--- src/rtl/fpr_pkg.sv ---
package fpr_pkg;
  typedef enum logic [1:0] {
    ACC_ONE  = 2'b00,
    ACC_PAIR = 2'b01,
    ACC_QUAD = 2'b10,
    ACC_NONE = 2'b11
  } acc_kind_e;
endpackage

--- src/rtl/fpr_addr_map.sv ---
// Turns a (mode, select, kind, index) name into an aligned physical word index.
module fpr_addr_map #(
  parameter int RPB = 16,
  localparam int IW = $clog2(RPB),
  localparam int AW = IW + 1
) (
  input  logic          bank_mode,
  input  logic          ext_sel,
  input  logic [1:0]    kind,
  input  logic [IW-1:0] idx,
  output logic [AW-1:0] base
);
  import fpr_pkg::*;

  logic          bank;
  logic [IW-1:0] aligned;

  always_comb begin
    bank    = bank_mode ^ ext_sel;
    aligned = idx;
    case (acc_kind_e'(kind))
      ACC_PAIR: aligned[0] = 1'b0;
      ACC_QUAD: begin
        aligned[1:0] = 2'b00;
        bank         = bank_mode;
      end
      default: ;
    endcase
    base = {bank, aligned};
  end
endmodule

--- src/rtl/fpr_regs.sv ---
// Word storage with two write lanes so a pair lands in one edge.
module fpr_regs #(
  parameter int DW   = 32,
  parameter int NREG = 32,
  localparam int AW  = $clog2(NREG)
) (
  input  logic          clk,
  input  logic          rst,
  input  logic          we_a,
  input  logic [AW-1:0] addr_a,
  input  logic [DW-1:0] wd_a,
  input  logic          we_b,
  input  logic [AW-1:0] addr_b,
  input  logic [DW-1:0] wd_b,
  output logic [DW-1:0] words [NREG]
);
  for (genvar i = 0; i < NREG; i++) begin : g_word
    always_ff @(posedge clk) begin
      if (rst)
        words[i] <= '0;
      else if (we_a && addr_a == AW'(i))
        words[i] <= wd_a;
      else if (we_b && addr_b == AW'(i))
        words[i] <= wd_b;
    end
  end
endmodule

--- src/rtl/fpr_read_gather.sv ---
// Assembles a right-aligned read word from up to four stored words.
module fpr_read_gather #(
  parameter int DW   = 32,
  parameter int NREG = 32,
  localparam int AW  = $clog2(NREG),
  localparam int RW  = 4 * DW
) (
  input  logic [DW-1:0] words [NREG],
  input  logic [AW-1:0] base,
  input  logic [1:0]    kind,
  output logic [RW-1:0] data
);
  import fpr_pkg::*;

  logic [DW-1:0] lane [4];

  for (genvar k = 0; k < 4; k++) begin : g_lane
    assign lane[k] = words[base | AW'(k)];
  end

  always_comb begin
    data = '0;
    case (acc_kind_e'(kind))
      ACC_ONE:  data[DW-1:0]   = lane[0];
      ACC_PAIR: data[2*DW-1:0] = {lane[0], lane[1]};
      ACC_QUAD: data           = {lane[0], lane[1], lane[2], lane[3]};
      default:  data           = '0;
    endcase
  end
endmodule

--- src/rtl/fpr_bank_file.sv ---
module fpr_bank_file #(
  parameter int DW  = 32,
  parameter int RPB = 16,
  localparam int IW = $clog2(RPB)
) (
  input  logic            clk,
  input  logic            rst,
  input  logic            bank_mode,
  input  logic            wr_en,
  input  logic [1:0]      wr_kind,
  input  logic            wr_ext,
  input  logic [IW-1:0]   wr_idx,
  input  logic [2*DW-1:0] wr_data,
  input  logic [1:0]      rd0_kind,
  input  logic            rd0_ext,
  input  logic [IW-1:0]   rd0_idx,
  output logic [4*DW-1:0] rd0_data,
  input  logic [1:0]      rd1_kind,
  input  logic            rd1_ext,
  input  logic [IW-1:0]   rd1_idx,
  output logic [4*DW-1:0] rd1_data
);
  import fpr_pkg::*;

  localparam int NREG = 2 * RPB;
  localparam int AW   = IW + 1;
  localparam int NRD  = 2;

  logic [DW-1:0] words [NREG];
  logic [AW-1:0] wr_base;
  logic          we_a, we_b;
  logic [DW-1:0] wd_a;

  fpr_addr_map #(.RPB(RPB)) wr_map_i (
    .bank_mode (bank_mode),
    .ext_sel   (wr_ext),
    .kind      (wr_kind),
    .idx       (wr_idx),
    .base      (wr_base)
  );

  always_comb begin
    we_a = wr_en && (wr_kind == ACC_ONE || wr_kind == ACC_PAIR);
    we_b = wr_en && (wr_kind == ACC_PAIR);
    wd_a = (wr_kind == ACC_PAIR) ? wr_data[2*DW-1:DW] : wr_data[DW-1:0];
  end

  fpr_regs #(.DW(DW), .NREG(NREG)) regs_i (
    .clk    (clk),
    .rst    (rst),
    .we_a   (we_a),
    .addr_a (wr_base),
    .wd_a   (wd_a),
    .we_b   (we_b),
    .addr_b (wr_base | AW'(1)),
    .wd_b   (wr_data[DW-1:0]),
    .words  (words)
  );

  logic [1:0]      rk   [NRD];
  logic            rx   [NRD];
  logic [IW-1:0]   ri   [NRD];
  logic [4*DW-1:0] rdat [NRD];

  assign rk[0] = rd0_kind;
  assign rx[0] = rd0_ext;
  assign ri[0] = rd0_idx;
  assign rk[1] = rd1_kind;
  assign rx[1] = rd1_ext;
  assign ri[1] = rd1_idx;

  for (genvar p = 0; p < NRD; p++) begin : g_rd
    logic [AW-1:0] base;

    fpr_addr_map #(.RPB(RPB)) map_i (
      .bank_mode (bank_mode),
      .ext_sel   (rx[p]),
      .kind      (rk[p]),
      .idx       (ri[p]),
      .base      (base)
    );

    fpr_read_gather #(.DW(DW), .NREG(NREG)) gather_i (
      .words (words),
      .base  (base),
      .kind  (rk[p]),
      .data  (rdat[p])
    );
  end

  assign rd0_data = rdat[0];
  assign rd1_data = rdat[1];
endmodule

--- config.mk ---
export PLATFORM = sky130hd
export DESIGN_NAME = fpr_bank_file
export DESIGN_NICKNAME = d
export VERILOG_FILES = /design/src/rtl/fpr_pkg.sv /design/src/rtl/fpr_addr_map.sv /design/src/rtl/fpr_regs.sv /design/src/rtl/fpr_read_gather.sv /design/src/rtl/fpr_bank_file.sv
export SDC_FILE = /design/constraint.sdc
export NUM_CORES = 2
export LEC_CHECK = 0
export BUFFER_PORTS_ARGS = -buffer_cell sky130_fd_sc_hd__buf_2
export CAP_MARGIN = 5
export CORE_ASPECT_RATIO = 1.25
export CORE_MARGIN = 4
export CORE_UTILIZATION = 43
export CTS_BUF_LIST = sky130_fd_sc_hd__clkbuf_16
export CTS_CLUSTER_DIAMETER = 150
export DETAILED_ROUTE_END_ITERATION = 12
export GPL_TIMING_DRIVEN = 0
export PLACE_DENSITY_LB_ADDON = 0.3
export SLEW_MARGIN = 20
export SYNTH_ARGS = -nofsm -noshare
export SYNTH_HDL_FRONTEND = slang
export SYNTH_SLANG_ARGS = --single-unit
--- constraint.sdc ---
create_clock -name clk -period 10.8 [get_ports clk]
set_clock_uncertainty 0.2 [all_clocks]
set_input_delay 2.16 -clock clk [delete_from_list [all_inputs] [get_ports clk]]
set_output_delay 2.16 -clock clk [all_outputs]
set_load 0.05 [all_outputs]
==> flow_summary.yaml, run 1 <==
global_routing:
  via_count_of_the_first_global_routing_pass: 76841
  gr-total-overflow: 51
  maximum_number_of_pins_on_one_net_before_global_route_repair: 18
  grt_pass1_wl_um: 753000
  global_route.usage.total_pct: 67.59
placed_design:
  detailed_place_hpwl_um: 431700
  port_buffers: 308
  routability_driven_placement_congestion_ratio: 1.273
  placed_cells_incl_taps: 9832
clock_network:
  cts_max_path_buffers: 3
  clock_sink_count: 1024
  clock-root-buffer: "sky130_fd_sc_hd__clkbuf_16"
  post_cts_resize_count: 0
  cts.hold.buffers_added: 0
  number_of_clock_buffers_inserted_by_tritoncts: 116
  post-cts-setup-buffers: 0
  ctsHtreeMaxLevel: 3
yosys:
  synth_async_sr_flop_share_pct: 0
  syn_avg_cell_area_um2: 9.196
  synth.top_cells.by_area: "sky130_fd_sc_hd__dfxtp_1 (30%), sky130_fd_sc_hd__mux4_2 (16%), sky130_fd_sc_hd__mux2i_1 (13%)"
  synth_largest_area_cell: "sky130_fd_sc_hd__dfxtp_1"
  syn_inst: 7413
  synth.net_count: 7513
  synth_top_area_share_pct: 30.07
  yosys_warn_count: 0
  dominantRegCellSynth: "sky130_fd_sc_hd__dfxtp_1"
  synth-edff-count: 0
  synth_seq_area_share_pct: 30.07
  synth.distinct_cells: 68
  yosys_register_bits: 1024
  synth_area_um2: 68170
run_status:
  stop_stage: "global routing"
  error_message: "[ERROR GRT-0116] Global routing finished with congestion. Check the congestion regions in the DRC Viewer."
  outcome: "stopped before the end"
floorplan:
  fp.dieH_um: 453.2
  floorplan.rows: 163
  floorplan.io_pins: 345
  floorplan.die.width_um: 364.1
  floorplan.initialDensity_pct: 43.24
cells by family after synthesis:
family / share of synthesized area [%]
flip-flops: 30.07
multiplexers: 29.67
buffers and inverters: 5.873
AND/OR/NAND/NOR: 14.61
AO/OA/AOI/OAI: 19.45
XOR/XNOR: 0.1156
adder cells (fa/ha/maj): 0.2019
through the flow:
stage	hold WS, ns	worst slack [ns]	cell area [um2]	utilization, %
after floorplan	0.2834	3.380	68170	-
after global placement	0.2960	0.3095	72290	45.86
after detailed placement	0.3028	0.8003	73400	46.56
after CTS	0.3118	0.7967	77260	49.01
cell usage after synthesis, types with 46 or more instances:
| cell type | instances |
|---|---|
| sky130_fd_sc_hd__mux2_2 | 46 |
| sky130_fd_sc_hd__buf_2 | 166 |
| sky130_fd_sc_hd__nand3_1 | 254 |
| sky130_fd_sc_hd__mux4_2 | 473 |
| sky130_fd_sc_hd__buf_1 | 64 |
| sky130_fd_sc_hd__a22oi_1 | 61 |
| sky130_fd_sc_hd__dfxtp_1 | 1024 |
| sky130_fd_sc_hd__a31oi_1 | 48 |
| sky130_fd_sc_hd__buf_4 | 47 |
| sky130_fd_sc_hd__nand2_1 | 469 |
| sky130_fd_sc_hd__nor2_1 | 1141 |
| sky130_fd_sc_hd__a21oi_1 | 144 |
| sky130_fd_sc_hd__mux2i_1 | 905 |
| sky130_fd_sc_hd__and3b_1 | 110 |
| sky130_fd_sc_hd__nand4_1 | 51 |
| sky130_fd_sc_hd__nor2b_1 | 49 |
| sky130_fd_sc_hd__and2_1 | 61 |
| sky130_fd_sc_hd__a211oi_1 | 1130 |
| sky130_fd_sc_hd__o22ai_1 | 106 |
| sky130_fd_sc_hd__a32oi_1 | 46 |
| sky130_fd_sc_hd__clkbuf_1 | 621 |
layer usage:
layer  overflow  GRT usage [%]
met1          0          71.89
met4         29          65.06
met2         22          83.68
met3          0          48.06
met5          0          15.48
==> run 2: changes to the inputs <==
CORE_ASPECT_RATIO = unset   (was 1.25)
CORE_UTILIZATION = 28   (was 43)
CTS_BUF_LIST = unset   (was sky130_fd_sc_hd__clkbuf_16)
CTS_CLUSTER_DIAMETER = unset   (was 150)
PLACE_DENSITY_LB_ADDON = 0.15   (was 0.3)
==> flow_summary.yaml, run 2 <==
critical_path:
  critical-path-top-delay-family: "compound AO/OA/AOI/OAI gates"
  rr_worst_depth: 2
  r2r_end: "regs_i.words[331]"
  critPathCaptureType: "output port"
  critical_path_startpoint_category: "input port"
  worst-setup-path-type: "input port to output port"
  worst_case_register_to_register_setup_slack_ns: 9.35
  timing.critical_path.slowest_stage_cell: "sky130_fd_sc_hd__o2bb2ai_1"
  worstPathCellList: "buf_2 > inv_1 > ha_1 > nor2b_1 > xnor2_2 > nor2_1 > clkbuf_1 > o2bb2ai_1 > o311ai_0 > o221ai_1 > buf_2"
  worstPathRequired_ns: 8.44
  critical_path.reg2reg.startpoint: "regs_i.words[331]"
  highest_fanout_seen_on_the_critical_path: 10
  critPathBufInv: 4
  crit_path_frequent_cell: "sky130_fd_sc_hd__buf_2"
  timing.critical_path.slowest_cell_delay_ns: 1.25
  worst-endpoint-arrival_ns: 7.93
final_layout:
  final_cells: 11320
  drive_gt1_share_pct: 21.22
  final_common_cell: "sky130_fd_sc_hd__nor2_1"
  area.growth.synth_to_final_pct: 18.85
  largest_register: "regs_i.words"
  largest_reg_flops: 1024
  reg.largest.list: "regs_i.words x1024"
  layout_common_cells: "sky130_fd_sc_hd__nor2_1 (1135), sky130_fd_sc_hd__a211oi_1 (1130), sky130_fd_sc_hd__dfxtp_1 (1024)"
  fill_cells: 25176
  finalNetCount: 8063
yosys:
  synth_common_cells: "sky130_fd_sc_hd__nor2_1 (1141), sky130_fd_sc_hd__a211oi_1 (1130), sky130_fd_sc_hd__dfxtp_1 (1024)"
  syn_inst: 7413
  synth_async_sr_flop_share_pct: 0
  yosys_register_bits: 1024
  synth.distinct_cells: 68
  yosys_warn_count: 0
  synth_area_um2: 68170
  synth_top_area_share_pct: 30.07
  synth-edff-count: 0
  synth.net_count: 7513
  synth.top_cells.by_area: "sky130_fd_sc_hd__dfxtp_1 (30%), sky130_fd_sc_hd__mux4_2 (16%), sky130_fd_sc_hd__mux2i_1 (13%)"
  dominantRegCellSynth: "sky130_fd_sc_hd__dfxtp_1"
  post-synth-top-count-cell: "sky130_fd_sc_hd__nor2_1"
  synth_seq_area_share_pct: 30.07
  syn_avg_cell_area_um2: 9.196
  synth_largest_area_cell: "sky130_fd_sc_hd__dfxtp_1"
timing:
  slew_violations: 0
  period_needed_ns: 10.29
  grt_setup_unrepaired: "false"
  hold_viol_final: 0
  clock.fmax_mhz: 97.21
  timing_worst_slew_pin_value_ns: 1.443
  slew_headroom_pct: 3.768
  timing.hold.ws_ns: 0.3105
  min_period_over_period_pct: 95.25
  worst_slack_ns: 0.5134
  finalSetupViolCount: 0
run_status:
  outcome: "finished clean"
clock_network:
  cts.hold.buffers_added: 0
  post-cts-setup-buffers: 0
  clock_tree_from_tritoncts: "built"
  clock_sink_count: 1024
  worstSkewPairLatency_ns: 0.83
  number_of_clock_buffers_inserted_by_tritoncts: 141
  path_clk_slew_ns: 0.06
  ctsHtreeMaxLevel: 4
  post_cts_resize_count: 0
  cts_max_path_buffers: 3
  clock-root-buffer: "sky130_fd_sc_hd__clkbuf_16"
worst_hold_path:
  hold_class: "register to register"
  hold_path_end: "regs_i.words[230]"
  hold_depth: 2
  timing.hold.worst.start: "regs_i.words[230]"
pwr:
  clock_power_share_pct: 43.1
  comb_power_share_pct: 23.1
  power.density_nw_per_um2: 141.9
  share_seq_of_total_power_pct: 33.8
  p_sw_w: 0.004352
  cell_internal_pwr_w: 0.007146
  power_switching_share_pct: 37.85
  cellLeakagePower_nw: 28.51
  vdd_drop_max_mv: 0.1506
floorplan:
  core_area_um2: 241400
  fp.dieArea_um2: 251400
  fp.dieH_um: 501.4
  floorplan.io_pins: 345
  floorplan.initialDensity_pct: 28.24
  floorplan.rows: 180
  floorplan.die.width_um: 501.4
routing:
  num_vias: 77696
  drt-pass1-iter-count: 6
  routed_via_density: 6.864
  detail_route.iter0.violations: 12651
  detail_route.drc_violations: 0
  ant_nets: 0
  routedWlPerCell_um: 55.02
  drt_wl_total_um: 622900
placed_design:
  routability_driven_placement_congestion_ratio: 1.038
  placed_cells_incl_taps: 10992
  detailed_place_hpwl_um: 504600
  place_ws_ns: 0.9314
  port_buffers: 308
global_routing:
  via_count_of_the_first_global_routing_pass: 70586
  gr-total-overflow: 0
  maximum_number_of_pins_on_one_net_before_global_route_repair: 17
  global_route.usage.total_pct: 47.63
  initial_antenna_violation_count: 70
  grt_pass1_wl_um: 777600
job:
  count_of_maximum_capacitance_violations: 0
[run 2: layer usage]
| metal | vias to the layer above | routed length (um) | track usage (%) |
|---|---|---|---|
| li1 | 29409 | - | - |
| met1 | 40154 | 243800 | 60.05 |
| met2 | 6533 | 252900 | 67.75 |
| met3 | 1580 | 75480 | 17.64 |
| met4 | 20 | 50540 | 31.28 |
| met5 | - | 126 | 0 |
[run 2: worst max path at each step]
| stage | from | to | slack (ns) | depth (start not counted) |
|---|---|---|---|---|
| floorplan | rd1_kind[0] | rd1_data[49] | 3.38 | 11 |
| global placement | rd1_idx[2] | rd1_data[20] | -0.38 | 10 |
| detailed placement | rd0_kind[0] | rd0_data[20] | 0.93 | 11 |
| CTS | rd0_kind[0] | rd0_data[20] | 0.91 | 11 |
| global route | rd1_idx[2] | rd1_data[31] | 0.92 | 11 |
| finish | rd0_kind[0] | rd0_data[20] | 0.51 | 11 |
[run 2: worst reg2reg max path, cell delays in order (launching register included)]
cell and delay, ns:
sky130_fd_sc_hd__dfxtp_1 0.68, sky130_fd_sc_hd__mux2i_1 0.16, sky130_fd_sc_hd__a211oi_1 0.31
[run 2: final cells by class]
type | count | area [um2] | share of cell area, %
Clock inverter | 50 | 540.5 | 0.6671
Buffer | 913 | 4141 | 5.111
Antenna cell | 66 | 165.2 | 0.2038
Multi-Input combinational cell | 5456 | 44460 | 54.87
Clock buffer | 199 | 4028 | 4.971
Sequential cell | 1024 | 20500 | 25.30
Inverter | 20 | 80.08 | 0.09883
Timing Repair Buffer | 407 | 3123 | 3.854
Tap cell | 3185 | 3985 | 4.918
[run 2: metrics by stage]
stage	cell area (um2)	util [%]	power, W	TNS (ns)
6_report	81020	33.56	0.01150	0
2_1_floorplan	68170	-	0.004948	0
3_5_place_dp	76120	31.53	0.006445	0
4_1_cts	80680	33.42	0.01130	0
3_3_place_gp	73700	30.53	0.006319	-1.687
5_1_grt	80900	33.51	0.01150	0
[run 2: cell families after synthesis]
logic type,share of synthesized area (%)
buffers and inverters,5.873
AO/OA/AOI/OAI,19.45
XOR/XNOR,0.1156
adder cells (fa/ha/maj),0.2019
AND/OR/NAND/NOR,14.61
multiplexers,29.67
flip-flops,30.07
[run 2: power by group through the flow]
stage | clock network (W) | registers [W] | logic [W]
2_1_floorplan | 0 | 0.00393 | 0.00102
3_3_place_gp | 0 | 0.00396 | 0.00236
3_5_place_dp | 0 | 0.00396 | 0.00248
4_1_cts | 0.00493 | 0.00388 | 0.00249
5_1_grt | 0.00506 | 0.00388 | 0.00255
6_report | 0.00496 | 0.00389 | 0.00266
Power figures use the tool's default switching activity.
